--- src/rtl/fgc_pkg.sv ---
package fgc_pkg;

  localparam int ADDR_W = 7;
  localparam int DATA_W = 8;

  typedef enum logic [1:0] {
    CAP_IDLE    = 2'd0,
    CAP_ARMED   = 2'd1,
    CAP_WRITING = 2'd2,
    CAP_DONE    = 2'd3
  } cap_state_e;

  // register addresses (host software depends on these)
  localparam logic [ADDR_W-1:0] A_CTRL = 7'h04;
  localparam logic [ADDR_W-1:0] A_GDIR = 7'h05;
  localparam logic [ADDR_W-1:0] A_GOUT = 7'h06;
  localparam logic [ADDR_W-1:0] A_VER  = 7'h40;
  localparam logic [ADDR_W-1:0] A_STAT = 7'h41;
  localparam logic [ADDR_W-1:0] A_LEN0 = 7'h42;
  localparam logic [ADDR_W-1:0] A_LEN1 = 7'h43;
  localparam logic [ADDR_W-1:0] A_LEN2 = 7'h44;
  localparam logic [ADDR_W-1:0] A_GIN  = 7'h45;

  // command bits in the control register
  localparam int CB_CLEAR = 0;
  localparam int CB_START = 1;
  localparam int CB_WRST  = 4;
  localparam int CB_RRST  = 5;

  // status bits
  localparam int SB_VSYNC = 0;
  localparam int SB_SHUT  = 1;
  localparam int SB_DONE  = 3;

endpackage

--- src/rtl/fgc_ctrl_regs.sv ---
module fgc_ctrl_regs
  import fgc_pkg::*;
#(
  parameter int GPIO_W = 3
) (
  input  logic              clk,
  input  logic              rst_n,
  input  logic              wr_en,
  input  logic [ADDR_W-1:0] addr,
  input  logic [DATA_W-1:0] wdata,
  output logic              start_cmd,
  output logic              clear_cmd,
  output logic              wptr_rst,
  output logic              rptr_rst,
  output logic [GPIO_W-1:0] gpio_dir,
  output logic [GPIO_W-1:0] gpio_val
);

  logic              ctrl_hit;
  logic              dir_en;
  logic              val_en;
  logic              wptr_d;
  logic              rptr_d;
  logic              wptr_q;
  logic              rptr_q;
  logic [GPIO_W-1:0] dir_q;
  logic [GPIO_W-1:0] val_q;
  logic              unused_wdata;

  assign unused_wdata = ^wdata;

  always_comb begin
    ctrl_hit  = wr_en && (addr == A_CTRL);
    dir_en    = wr_en && (addr == A_GDIR);
    val_en    = wr_en && (addr == A_GOUT);
    start_cmd = ctrl_hit && wdata[CB_START];
    clear_cmd = ctrl_hit && wdata[CB_CLEAR];
    wptr_d    = ctrl_hit && wdata[CB_WRST];
    rptr_d    = ctrl_hit && wdata[CB_RRST];
  end

  always_ff @(posedge clk or negedge rst_n) begin
    if (!rst_n) begin
      wptr_q <= 1'b0;
      rptr_q <= 1'b0;
    end else begin
      wptr_q <= wptr_d;
      rptr_q <= rptr_d;
    end
  end

  always_ff @(posedge clk or negedge rst_n) begin
    if (!rst_n) begin
      dir_q <= '0;
    end else if (dir_en) begin
      dir_q <= wdata[GPIO_W-1:0];
    end
  end

  always_ff @(posedge clk or negedge rst_n) begin
    if (!rst_n) begin
      val_q <= '0;
    end else if (val_en) begin
      val_q <= wdata[GPIO_W-1:0];
    end
  end

  assign wptr_rst = wptr_q;
  assign rptr_rst = rptr_q;
  assign gpio_dir = dir_q;
  assign gpio_val = val_q;

  AST_WPTR_ONE_SHOT: assert property (@(posedge clk) disable iff (!rst_n)
    wptr_q |-> $past(wr_en && (addr == A_CTRL) && wdata[CB_WRST]));
  AST_RPTR_ONE_SHOT: assert property (@(posedge clk) disable iff (!rst_n)
    rptr_q |-> $past(wr_en && (addr == A_CTRL) && wdata[CB_RRST]));

endmodule

--- src/rtl/fgc_capture_fsm.sv ---
module fgc_capture_fsm
  import fgc_pkg::*;
(
  input  logic clk,
  input  logic rst_n,
  input  logic vsync,
  input  logic start_cmd,
  input  logic clear_cmd,
  output logic wr_window,
  output logic done,
  output logic restart
);

  cap_state_e state_q;
  cap_state_e state_d;
  logic       vsync_q;
  logic       vs_fall;
  logic       start_ok;

  always_comb begin
    vs_fall  = vsync_q && !vsync;
    start_ok = start_cmd && ((state_q == CAP_IDLE) || clear_cmd);
    state_d  = state_q;
    if (clear_cmd) begin
      state_d = start_cmd ? CAP_ARMED : CAP_IDLE;
    end else if (start_ok) begin
      state_d = CAP_ARMED;
    end else begin
      case (state_q)
        CAP_ARMED:   if (vs_fall) state_d = CAP_WRITING;
        CAP_WRITING: if (vs_fall) state_d = CAP_DONE;
        default:     state_d = state_q;
      endcase
    end
  end

  always_ff @(posedge clk or negedge rst_n) begin
    if (!rst_n) begin
      state_q <= CAP_IDLE;
      vsync_q <= 1'b0;
    end else begin
      state_q <= state_d;
      vsync_q <= vsync;
    end
  end

  assign wr_window = (state_q == CAP_WRITING);
  assign done      = (state_q == CAP_DONE);
  assign restart   = clear_cmd || start_ok;

  AST_ARM_FROM_IDLE: assert property (@(posedge clk) disable iff (!rst_n)
    (state_q == CAP_IDLE && start_cmd) |=> (state_q == CAP_ARMED));
  AST_START_IGNORED: assert property (@(posedge clk) disable iff (!rst_n)
    (state_q == CAP_WRITING && start_cmd && !clear_cmd && !vs_fall)
      |=> (state_q == CAP_WRITING));
  AST_DONE_STICKY: assert property (@(posedge clk) disable iff (!rst_n)
    (state_q == CAP_DONE && !clear_cmd) |=> (state_q == CAP_DONE));
  AST_CLEAR_TO_IDLE: assert property (@(posedge clk) disable iff (!rst_n)
    (clear_cmd && !start_cmd) |=> (state_q == CAP_IDLE));

endmodule

--- src/rtl/fgc_len_counter.sv ---
module fgc_len_counter #(
  parameter int CNT_W = 23
) (
  input  logic             clk,
  input  logic             rst_n,
  input  logic             zero,
  input  logic             inc,
  output logic [CNT_W-1:0] count
);

  localparam logic [CNT_W-1:0] CNT_MAX = {CNT_W{1'b1}};

  logic [CNT_W-1:0] cnt_q;
  logic [CNT_W-1:0] cnt_d;
  logic             cnt_en;

  always_comb begin
    cnt_en = zero || inc;
    if (zero) begin
      cnt_d = '0;
    end else if (cnt_q != CNT_MAX) begin
      cnt_d = cnt_q + 1'b1;
    end else begin
      cnt_d = cnt_q;
    end
  end

  always_ff @(posedge clk or negedge rst_n) begin
    if (!rst_n) begin
      cnt_q <= '0;
    end else if (cnt_en) begin
      cnt_q <= cnt_d;
    end
  end

  assign count = cnt_q;

  AST_NO_OVERFLOW: assert property (@(posedge clk) disable iff (!rst_n)
    (cnt_q == CNT_MAX && !zero) |=> (cnt_q == CNT_MAX));
  AST_COUNT_FROZEN: assert property (@(posedge clk) disable iff (!rst_n)
    (!zero && !inc) |=> $stable(cnt_q));

endmodule

--- src/rtl/frame_capture_ctl.sv ---
module frame_capture_ctl
  import fgc_pkg::*;
#(
  parameter int              CNT_W   = 23,
  parameter int              GPIO_W  = 3,
  parameter logic [7:0]      VERSION = 8'h5A
) (
  input  logic              clk,
  input  logic              rst_n,
  input  logic              reg_wr,
  input  logic [6:0]        reg_addr,
  input  logic [7:0]        reg_wdata,
  output logic [7:0]        reg_rdata,
  input  logic              sensor_vsync,
  input  logic              sensor_shutter,
  input  logic              pix_stb,
  output logic              buf_wr_en,
  output logic              wptr_reset,
  output logic              rptr_reset,
  input  logic [GPIO_W-1:0] gpio_in,
  output logic [GPIO_W-1:0] gpio_oe,
  output logic [GPIO_W-1:0] gpio_out
);

  localparam int LEN_W   = 3 * DATA_W;
  localparam int LEN_PAD = LEN_W - CNT_W;
  localparam int GPAD    = DATA_W - GPIO_W;

  logic             rst_m1;
  logic             rst_core_n;
  logic             start_cmd;
  logic             clear_cmd;
  logic             wr_window;
  logic             done;
  logic             restart;
  logic [CNT_W-1:0] count;
  logic [LEN_W-1:0] len_ext;
  logic [GPIO_W-1:0] dir_q;
  logic [GPIO_W-1:0] val_q;

  // asynchronous assert, synchronous release
  always_ff @(posedge clk or negedge rst_n) begin
    if (!rst_n) begin
      rst_m1     <= 1'b0;
      rst_core_n <= 1'b0;
    end else begin
      rst_m1     <= 1'b1;
      rst_core_n <= rst_m1;
    end
  end

  fgc_ctrl_regs #(.GPIO_W(GPIO_W)) u_regs (
    .clk       (clk),
    .rst_n     (rst_core_n),
    .wr_en     (reg_wr),
    .addr      (reg_addr),
    .wdata     (reg_wdata),
    .start_cmd (start_cmd),
    .clear_cmd (clear_cmd),
    .wptr_rst  (wptr_reset),
    .rptr_rst  (rptr_reset),
    .gpio_dir  (dir_q),
    .gpio_val  (val_q)
  );

  fgc_capture_fsm u_fsm (
    .clk       (clk),
    .rst_n     (rst_core_n),
    .vsync     (sensor_vsync),
    .start_cmd (start_cmd),
    .clear_cmd (clear_cmd),
    .wr_window (wr_window),
    .done      (done),
    .restart   (restart)
  );

  fgc_len_counter #(.CNT_W(CNT_W)) u_cnt (
    .clk   (clk),
    .rst_n (rst_core_n),
    .zero  (restart),
    .inc   (wr_window && pix_stb),
    .count (count)
  );

  assign buf_wr_en = wr_window && pix_stb;
  assign gpio_oe   = dir_q;
  assign gpio_out  = val_q;

  generate
    if (LEN_PAD > 0) begin : g_pad
      assign len_ext = {{LEN_PAD{1'b0}}, count};
    end else begin : g_nopad
      assign len_ext = count[LEN_W-1:0];
    end
  endgenerate

  always_comb begin
    reg_rdata = '0;
    case (reg_addr)
      A_VER:  reg_rdata = VERSION;
      A_STAT: begin
        reg_rdata[SB_VSYNC] = sensor_vsync;
        reg_rdata[SB_SHUT]  = sensor_shutter;
        reg_rdata[SB_DONE]  = done;
      end
      A_LEN0: reg_rdata = len_ext[7:0];
      A_LEN1: reg_rdata = len_ext[15:8];
      A_LEN2: reg_rdata = {1'b0, len_ext[22:16]};
      A_GDIR: reg_rdata = {{GPAD{1'b0}}, dir_q};
      A_GOUT: reg_rdata = {{GPAD{1'b0}}, val_q};
      A_GIN:  reg_rdata = {{GPAD{1'b0}}, gpio_in};
      default: reg_rdata = '0;
    endcase
  end

  AST_WR_ONLY_IN_WINDOW: assert property (@(posedge clk) disable iff (!rst_core_n)
    (done || !pix_stb) |-> !buf_wr_en);

endmodule

--- config.mk ---
export PLATFORM = sky130hd
export DESIGN_NAME = frame_capture_ctl
export DESIGN_NICKNAME = d
export VERILOG_FILES = /design/src/rtl/fgc_pkg.sv /design/src/rtl/fgc_ctrl_regs.sv /design/src/rtl/fgc_capture_fsm.sv /design/src/rtl/fgc_len_counter.sv /design/src/rtl/frame_capture_ctl.sv
export SDC_FILE = /design/constraint.sdc
export NUM_CORES = 1
export LEC_CHECK = 0
export ABC_AREA = 1
export BUFFER_PORTS_ARGS = -buffer_cell sky130_fd_sc_hd__buf_2
export CELL_PAD_IN_SITES_DETAIL_PLACEMENT = 1
export CELL_PAD_IN_SITES_GLOBAL_PLACEMENT = 1
export CORE_MARGIN = 5
export CORE_UTILIZATION = 44
export CTS_CLUSTER_DIAMETER = 60
export DETAILED_ROUTE_END_ITERATION = 6
export PLACE_DENSITY = 0.86
export SYNTH_ARGS = -nofsm -noshare
export SYNTH_HDL_FRONTEND = slang
export SYNTH_HIERARCHICAL = 1
export SYNTH_SLANG_ARGS = --single-unit
export TNS_END_PERCENT = 10
--- constraint.sdc ---
create_clock -name clk -period 2 [get_ports clk]
set_clock_uncertainty 0.05 [all_clocks]
set_input_delay 0.4 -clock clk [delete_from_list [all_inputs] [get_ports clk]]
set_output_delay 0.4 -clock clk [all_outputs]
set_load 0.01 [all_outputs]
==> run_results.csv, run 1 <==
group,metric,value,unit
placed_design,dp_cells,539,
grt,grt_use_met1,26.3,%
floorplan,std_cell_rows,29,
route,wl,9600,µm
clocking,cts_tree,"yes",
power_and_ir_drop,switching_power,0.000482,W
floorplan,die_x,89.3,µm
synth,netlist_area,0.00277,mm²
clocking,cts.path.max_buffers,2,
synth,syn_inst,402,
route,drtPass1Iterations,4,
layout,num_antenna_cells,0,
grt,grt_pass1_vias,3162,
timing,period_needed,1960,ps
synth,synth-edff-count,0,
timing,fin_ws,44.5,ps
setup_path,path_max_fanout,4,
worst_hold_path,hp-class,"input pin to flop",
timing,slew_violations,0,
layout,synthToLayoutAreaGrowth,21.0,%
layout,post-route-util,53.7,%
placed_design,dp_hpwl,6860,µm
setup_path,setup.worst_path.end_class,"output port",
power_and_ir_drop,powerDensity,520,mW/mm²
floorplan,die_h,89.3,µm
power_and_ir_drop,sequentialPowerShare,45.8,%
placed_design,dp_slack,-235,ps
clocking,cts_sinks,36,
layout,final_common_cell,"nand2_1",
setup_path,cp-start-kind,"input pin",
clocking,htreeDepth,2,
grt,grt_use_met2,43.9,%
route,post_drt_wl_per_cell,17.5,µm
placed_design,portBuffers,37,
synth,synth.distinct_cells,32,
power_and_ir_drop,p_leak,1.75,nW
layout,final_cell_mix,"nand2_1 (111), nand3_1 (65), inv_1 (49), nor2_1 (45), buf_2 (37)",
layout,nets,496,
route,ant_nets,0,
grt,antenna_found_initial,0,
synth,synth-seq-cells,36,
power_and_ir_drop,p_sw_share,27.7,%
synth,async_flop_share,100,%
synth,ys_warn_count,6,
power_and_ir_drop,intPower,0.00126,W
route,vias,3001,
timing,rsz0062_at_grt,"yes",
setup_path,worstSetupPathType,"input pin to output port",
grt,overflow,0,
power_and_ir_drop,pwr-share-clk,36.8,%
grt,grtUsageTotal,23.8,%
setup_path,critPathArrivalTime,1510,ps
grt,gr-usage-met3,4.06,%
clocking,path_clk_slew,80,ps
floorplan,coreArea,0.00624,mm²
floorplan,start_util,44.4,%
clocking,cts_buffers,5,
route,detail_route.vias_per_cell,5.47,
power_and_ir_drop,ir_worst_vdd,0.260,mV
timing,fmax,511,MHz
status,status,"finished clean",
setup_path,required,1550,ps
timing,hold_viol_final,0,
layout,drive_gt1_share,29.0,%
placed_design,gp_congestion,0.876,
grt,grt_max_degree,36,
synth,avgSynthCellArea,6.89,µm²
floorplan,io_pins,41,
route,drc,0,
layout,instances_no_fill,549,
grt,grt_pass1_wl,14600,µm
synth,syn-num-nets,427,
synth,synth-main-ff-cell,"dfrtp_1",
run,max_cap_violations,0,
grt,top_usage_layer,"met2",
clocking,clockRootBuffer,"clkbuf_8",
power_and_ir_drop,pwr-share-comb,17.4,%
route,drt_iter0_drc,197,
floorplan,die-area,0.00798,mm²
timing,fin_crit_sh,97.8,%
power_and_ir_drop,p_total,0.00174,W
timing,setup_viol,0,
synth,yosysSeqAreaShare,32.5,%
clocking,clk_latency,290,ps
-- critical path, cell delays in order --
cell and delay [ps]:
buf_2 110, buf_4 140, inv_1 70, nand2_1 120
nor2_2 230, nand3_1 120, nand2_1 80, nor2_1 40
nand2_1 60, buf_2 130
-- area by class of cell --
cell class / count / area, µm²
Clock buffer: 6 / 72.6
Multi-Input combinational cell: 307 / 1610
Sequential cell: 36 / 901
Clock inverter: 2 / 35.0
Timing Repair Buffer: 69 / 440
Tap cell: 77 / 96.3
Fill cell: 843 / 2890
Inverter: 52 / 195
-- worst paths after layout --
path	startpoint	endpoint	slack, ps	cells after the start
max	reg_addr[1]	reg_rdata[3]	40	10
max in group asynchronous	rst_core_n	u_cnt/count[13]	1320	1
max reg2reg	u_cnt/count[19]	u_cnt/count[18]	90	9
min reg2reg	rst_core_n	u_cnt/count[22]	240	1
min	sensor_vsync	u_fsm/vsync_q	190	1
min in group asynchronous	rst_core_n	u_cnt/count[22]	240	1
-- flip-flops by register name (all words and copies together) (netlist names) --
name             count
u_regs/wptr_rst      1
u_fsm/vsync_q        1
u_fsm/state_q        2
u_regs/gpio_val      3
u_cnt/count         23
u_regs/rptr_rst      1
rst_m1               1
rst_core_n           1
u_regs/gpio_dir      3
-- metal layers --
layer  share of wire, %  wire length, µm  up-vias
met2                 52             4960      109
met5                  0                0        -
met1                 39             3760     1455
li1                   -                -     1406
met4                3.4              331        0
met3                5.7              546       31
-- logic make-up after synthesis --
group / synth area share (%)
other cells: 0.135
compound gates: 8.54
fa+ha+maj: 0.452
buf+inv: 10.4
flops: 32.5
xor+xnor: 0.949
simple gates: 47.0
-- cells in the mapped netlist, types with 3 or more instances --
cell | n | area share [%]
nand3_1 | 65 | 12
nand4_1 | 6 | 1.4
nor2_1 | 46 | 6.2
nand2_2 | 16 | 3.6
a21oi_1 | 8 | 1.4
o21bai_1 | 4 | 1.1
inv_1 | 49 | 6.6
inv_2 | 3 | 0.41
nand2_1 | 112 | 15
o21ai_2 | 16 | 5.1
dfrtp_1 | 36 | 33
nor2_2 | 6 | 1.4
nor2_4 | 9 | 3.7
nand3_2 | 3 | 1.1
-- per-stage QoR --
step | cell area (µm²) | hold WS [ps] | setup TNS, ps
CTS | 3320 | 187 | 0
floorplan | 2770 | 54.4 | 0
finish | 3350 | 191 | 0
global route | 3350 | 183 | -129
detailed placement | 3200 | 137 | -3860
global placement | 3200 | 136 | -2440
-- repair_timing --
item / CTS / global route
resized for setup: 0 / 4
endpoints found under the setup margin: 0 / 21
setup buffers: 0 / 0
hold endpoints to repair: 2 / 0
hold buffers: 1 / 0
-- power groups by stage --
stage                     Combinational (W)  Sequential (W)  Clock, W
after floorplan                    0.000137        0.000826         0
after global placement             0.000271        0.000805         0
after detailed placement           0.000292        0.000808         0
after CTS                          0.000303        0.000797  0.000655
after global routing               0.000332        0.000800  0.000694
final                              0.000303        0.000798  0.000641
Note: power is estimated with default switching activity, not from simulation.
==> run 2: changes to the inputs <==
- RECOVER_POWER: not set -> 50
==> run 2 against run 1 <==
Global-route usage stayed put. Largest cell class unchanged. Core utilization fell by 0.12 points. Sequential share of layout area grew 0.060 points. Sequential power hardly changed. Critical path type unchanged. Clock power increased by 0.6%. Final area decreased by 0.22%.
==> run_results.csv, run 2 (synthesis results as in run 1) <==
group,metric,value,unit
clocking,cts.path.max_buffers,2,
layout,drive_gt1_share,28.4,%
setup_path,worstSetupPathType,"input pin to output port",
grt,grt_use_met1,26.3,%
layout,multi_input_area,0.00161,mm²
timing,maxSlewHeadroom,39.6,%
setup_path,cp-start-kind,"input pin",
layout,nets,496,
floorplan,die_h,89.3,µm
layout,largest_reg_flops,23,
timing,period_needed,1950,ps
grt,antenna_found_initial,0,
grt,top_usage_layer,"met2",
grt,grt_pass1_vias,3162,
run,max_cap_violations,0,
clocking,cts_buffers,5,
timing,max_slew.worst_pin.slew,906,ps
grt,grt_pass1_wl,14600,µm
grt,overflow,0,
setup_path,crit_path_cell_trace,"buf_2 -> buf_4 -> inv_1 -> nand2_1 -> nor2_2 -> nand2_1 -> nor2_1 -> nor2_1 -> nand2_1 -> buf_2",
timing,slew_violations,0,
placed_design,gp_congestion,0.876,
setup_path,path_max_fanout,4,
route,drc,0,
clocking,path_clk_slew,80,ps
clocking,clk_latency,290,ps
power_and_ir_drop,p_leak,1.74,nW
floorplan,start_util,44.4,%
timing,tns,0,ps
setup_path,critPathArrivalTime,1500,ps
timing,hold_viol_final,0,
timing,fin_crit_sh,97.7,%
route,drtPass1Iterations,4,
power_and_ir_drop,powerDensity,522,mW/mm²
timing,rsz0062_at_grt,"yes",
clocking,cts_sinks,36,
power_and_ir_drop,ir_worst_vdd,0.261,mV
route,wl,9570,µm
setup_path,slowest_stage,"nor2_2",
clocking,cts_tree,"yes",
route,drt_iter0_drc,195,
route,detail_route.vias_per_cell,5.47,
route,ant_nets,0,
status,status,"finished clean",
route,post_drt_wl_per_cell,17.4,µm
floorplan,die-area,0.00798,mm²
grt,grt_use_met2,43.9,%
grt,grtUsageTotal,23.8,%
floorplan,coreArea,0.00624,mm²
placed_design,portBuffers,37,
clocking,htreeDepth,2,
floorplan,io_pins,41,
layout,fillers,843,
setup_path,required,1550,ps
grt,gr-usage-met3,4.06,%
setup_path,cpPeakStageDelay,230,ps
route,vias,3001,
timing,hold_ws,202,ps
layout,synthToLayoutAreaGrowth,20.7,%
clocking,clockRootBuffer,"clkbuf_8",
timing,setup_viol,0,
layout,final_cell_mix,"nand2_1 (112), nand3_1 (65), inv_1 (49), nor2_1 (45), dfrtp_1 (36)",
setup_path,cpMostUsedCell,"nand2_1",
worst_hold_path,hp-class,"input pin to flop",
grt,grt_max_degree,36,
floorplan,die_x,89.3,µm
setup_path,setup.worst_path.end_class,"output port",
layout,final_common_cell,"nand2_1",
floorplan,std_cell_rows,29,
placed_design,dp_hpwl,6860,µm
timing,fmax,512,MHz
layout,register_area,901,µm²
layout,num_antenna_cells,0,
[run 2: changes by cell type in the layout (fill, tap and decap cells not counted)]
cell      delta
clkbuf_2     +1
clkbuf_1     +2
buf_2        -2
clkbuf_4     +2
nand2_2      -1
nand2_1      +1
buf_4        -3
[run 2: power by group]
group	leakage, nW	total [W]	internal [W]	switching, W
clock network	0.0552	0.000645	0.000370	0.000275
logic	1.21	0.000302	0.000123	0.000179
registers	0.477	0.000797	0.000765	0.0000328
total	1.74	0.00174	0.00126	0.000487
[run 2: repair_timing]
item,CTS,global route
hold endpoints to repair,2,0
setup endpoints to repair,0,21
hold buffers,1,0
buffers inserted,0,0
resized for setup,0,4
[run 2: final cells by class]
class	count	area share, %
multi-input combinational	307	48.1
clock inverter	2	1.05
clock buffer	6	2.17
inverter	52	5.84
timing repair buffer	69	13.0
tap	77	2.88
sequential	36	26.9
[run 2: routing by layer]
metal | routed length [µm] | vias up
met2 | 5000 | 113
li1 | - | 1406
met1 | 3710 | 1456
met3 | 604 | 26
met5 | 0 | -
met4 | 255 | 0
[run 2: per-stage QoR]
step / total power, W / utilization (%) / instances / worst slack (ps) / area [µm²]
2_1_floorplan: 0.000963 / - / 402 / 49.1 / 2770
3_3_place_gp: 0.00108 / 51.3 / 539 / -143 / 3200
3_5_place_dp: 0.00110 / 51.3 / 539 / -235 / 3200
4_1_cts: 0.00175 / 53.2 / 548 / 20.8 / 3320
5_1_grt: 0.00182 / 53.6 / 549 / -46.3 / 3340
6_report: 0.00174 / 53.6 / 549 / 46.5 / 3340
[run 2: final timing paths]
| path | start | to | slack (ps) | cells after the start |
|---|---|---|---|---|
| worst max-delay path | reg_addr[1] | reg_rdata[0] | 50 | 10 |
| worst min-delay path | sensor_vsync | u_fsm/vsync_q | 200 | 1 |
| worst max register to register | u_cnt/count[19] | u_cnt/count[18] | 110 | 9 |
| worst min register to register | rst_m1 | rst_core_n | 300 | 0 |
| max in group asynchronous | rst_core_n | u_cnt/count[13] | 920 | 1 |
| min in group asynchronous | rst_n | rst_core_n | 360 | 2 |
[run 2: critical path, delay by kind of cell]
| kind | cells | cell delay [ps] |
|---|---|---|
| and+or+nand+nor | 6 | 650 |
| buffers and inverters | 4 | 460 |
==> run 3: changes to the inputs <==
- CORE_UTILIZATION: 44 -> 42
- PLACE_DENSITY: 0.86 -> 0.85
- SYNTH_HIERARCHICAL: 1 -> not set
==> run 3 against run 2 <==
Hold slack better by 47 ps. Critical path depth is 1 higher. Combinational power is 130% higher. Power is 22% higher. Synthesized cell count is 9.5% lower. Flip-flop and latch count stayed put. Critical endpoint is now reg_rdata[1]. First-iteration DRC count is 18% lower. Sequential share of layout area is 1.9 points higher. Highest routed layer unchanged. Non-clock buffer count is 8 higher.
==> run_results.csv, run 3 <==
group,metric,value,unit
status,status,"finished clean",
power_and_ir_drop,p_leak,1.61,nW
grt,grt_max_degree,35,
timing,fmax,503,MHz
setup_path,reg2reg_slack,160,ps
layout,instances_no_fill,517,
synth,synth.distinct_cells,32,
layout,register_area,901,µm²
route,vias,2776,
synth,synth_top_area_share,37.8,%
setup_path,rr_worst_depth,12,
floorplan,io_pins,41,
synth,synth_compound_area_share,6.14,%
synth,yosys.area.top_type,"dfrtp_1",
synth,ys_warn_count,0,
timing,rsz0062_at_grt,"yes",
synth,synth-xor-area-share,4.41,%
clocking,cts_tree,"yes",
grt,grtUsageTotal,25.2,%
layout,post-route-util,56.8,%
worst_hold_path,hold_depth,1,
route,wl,8870,µm
layout,final_common_cell,"nand2_1",
synth,synth_fa_ha_area_share,0.525,%
clocking,cts_buffers,5,
setup_path,required,1550,ps
setup_path,cp-start-kind,"input pin",
clocking,cts_sinks,36,
synth,yosys.area_share.simple,43.7,%
synth,synth-seq-cells,36,
timing,period_needed,1990,ps
timing,setup_viol,0,
synth,avgSynthCellArea,6.55,µm²
placed_design,dp_cells,508,
setup_path,worstSetupPathType,"input pin to output port",
route,detail_route.vias_per_cell,5.37,
placed_design,portBuffers,37,
timing,slew_violations,0,
placed_design,gp_congestion,0.904,
clocking,cts.path.max_buffers,2,
layout,synthToLayoutAreaGrowth,31.2,%
timing,maxSlewHeadroom,37.7,%
setup_path,setup.worst_path.end_class,"output port",
layout,fillers,750,
route,drtPass1Iterations,5,
worst_hold_path,hp-class,"input pin to flop",
grt,grt_pass1_wl,14400,µm
synth,synth_top_family_by_area,"simple AND/OR/NAND/NOR gates",
run,max_cap_violations,0,
synth,syn_inst,364,
layout,largest_reg_flops,23,
placed_design,dp_hpwl,6530,µm
clocking,clockRootBuffer,"clkbuf_8",
worst_hold_path,hold_path_end,"u_fsm.vsync_q",
route,drc,0,
grt,grt_pass1_vias,3000,
layout,drive_gt1_share,24.0,%
power_and_ir_drop,powerDensity,682,mW/mm²
layout,final_area,0.00313,mm²
synth,synthMuxAreaShare,0,%
layout,nets,469,
grt,antenna_found_initial,0,
route,ant_nets,0,
synth,yosysSeqAreaShare,37.8,%
power_and_ir_drop,p_total,0.00213,W
timing,hold_viol_final,0,
setup_path,path_max_fanout,5,
floorplan,std_cell_rows,27,
worst_hold_path,min_from,"sensor_vsync",
synth,synth-main-ff-cell,"dfrtp_1",
route,drt_iter0_drc,159,
power_and_ir_drop,ir_worst_vdd,0.363,mV
clocking,path_clk_slew,70,ps
layout,num_antenna_cells,0,
synth,synthTopCellsByCount,"nand2_1 (148), nor2_1 (50), inv_1 (37)",
floorplan,die_h,85.3,µm
floorplan,coreArea,0.00551,mm²
setup_path,r2r_start,"u_cnt.count[1]",
clocking,cts_setup_buffers,0,
synth,syn-num-nets,389,
floorplan,start_util,43.3,%
setup_path,critPathArrivalTime,1540,ps
synth,yosysMostFrequentCell,"nand2_1",
floorplan,die_x,85.3,µm
synth,synth-edff-count,0,
timing,max_slew.worst_pin.slew,935,ps
placed_design,place_area,0.00294,mm²
route,post_drt_wl_per_cell,17.1,µm
timing,fin_crit_sh,99.5,%
grt,overflow,0,
layout,multi_input_area,0.00139,mm²
setup_path,r2r_end,"u_cnt.count[10]",
synth,synth_area_leaders,"dfrtp_1 (38%), nand2_1 (23%), nor2_1 (7.9%)",
clocking,htreeDepth,2,
floorplan,die-area,0.00728,mm²
clocking,clk_latency,290,ps
synth,async_flop_share,100,%
synth,netlist_area,0.00238,mm²
layout,final_cell_mix,"nand2_1 (141), nor2_1 (46), buf_4 (36), dfrtp_1 (36), inv_1 (35)",
==> run 3: cell types whose count changed after synthesis, sizes merged, moves of 5 or more <==
cell and delta:
nand3 -44, nand2 +22, inv -13, xor2 +7
nor2 -7, o21ai -10, a21oi -5
==> run 3: what timing repair did <==
item / in CTS / in global routing
setup endpoints to repair: 19 / 13
pin swaps: 0 / 4
hold buffers: 1 / 0
endpoints found under the hold margin: 2 / 0
gates resized for setup: 3 / 25
==> run 3: how the worst max path moves through the flow <==
| stage | from | end |
|---|---|---|
| floorplan | u_cnt.count[0] | u_cnt.count[3] |
| global placement | u_cnt.count[0] | u_cnt.count[14] |
| detailed placement | u_cnt.count[0] | u_cnt.count[18] |
| CTS | reg_addr[5] | reg_rdata[0] |
| global route | reg_addr[3] | reg_rdata[2] |
| finish | reg_addr[4] | reg_rdata[1] |
==> run 3: worst max-delay path, cell delays in order <==
cell	delay (ps)
buf_4	120
nor2_4	130
buf_6	120
nand2_4	50
nor3_4	190
buf_6	150
nand2_1	60
nand2_1	70
nor2_1	50
nand2_1	80
buf_2	130
==> run 3: cell type report <==
class	instances	share of cell area (%)
clock buffers	8	2.88
repair buffers	77	16.1
multi-input cells	285	44.4
well taps	72	2.88
inverters	39	4.92
flip-flops and latches	36	28.8
==> run 3: power by group <==
| group | internal [W] | switching, W | total, W |
|---|---|---|---|
| Sequential | 0.000815 | 0.0000606 | 0.000876 |
| Clock | 0.000282 | 0.000283 | 0.000565 |
| Combinational | 0.000261 | 0.000431 | 0.000692 |
==> run 3: per-stage QoR <==
step | hold slack, ps | TNS, ps | setup slack (ps)
2_1_floorplan | 54.4 | 0 | 251
3_3_place_gp | 135 | -908 | -87.6
3_5_place_dp | 138 | -1740 | -168
4_1_cts | 222 | -85.6 | -48.9
5_1_grt | 248 | -411 | -96.3
6_report | 248 | 0 | 10.7
==> run 3: kinds of logic (layout without fill, tap and decap cells) <==
| group | Yosys count | in the layout |
|---|---|---|
| simple gates | 248 | 248 |
| flops | 36 | 36 |
| buf+inv | 43 | 124 |
| compound gates | 23 | 23 |
| other cells | 1 | 1 |
| xor+xnor | 12 | 12 |
| fa+ha+maj | 1 | 1 |
==> run 3: per-layer routing <==
| metal | vias up | GRT usage (%) | share of wire, % |
|---|---|---|---|
| met2 | 93 | 44.4 | 51 |
| met5 | - | 0 | 0 |
| met3 | 19 | 3.40 | 5.0 |
| met4 | 0 | 9.93 | 2.2 |
| met1 | 1359 | 30.8 | 42 |
| li1 | 1305 | - | - |
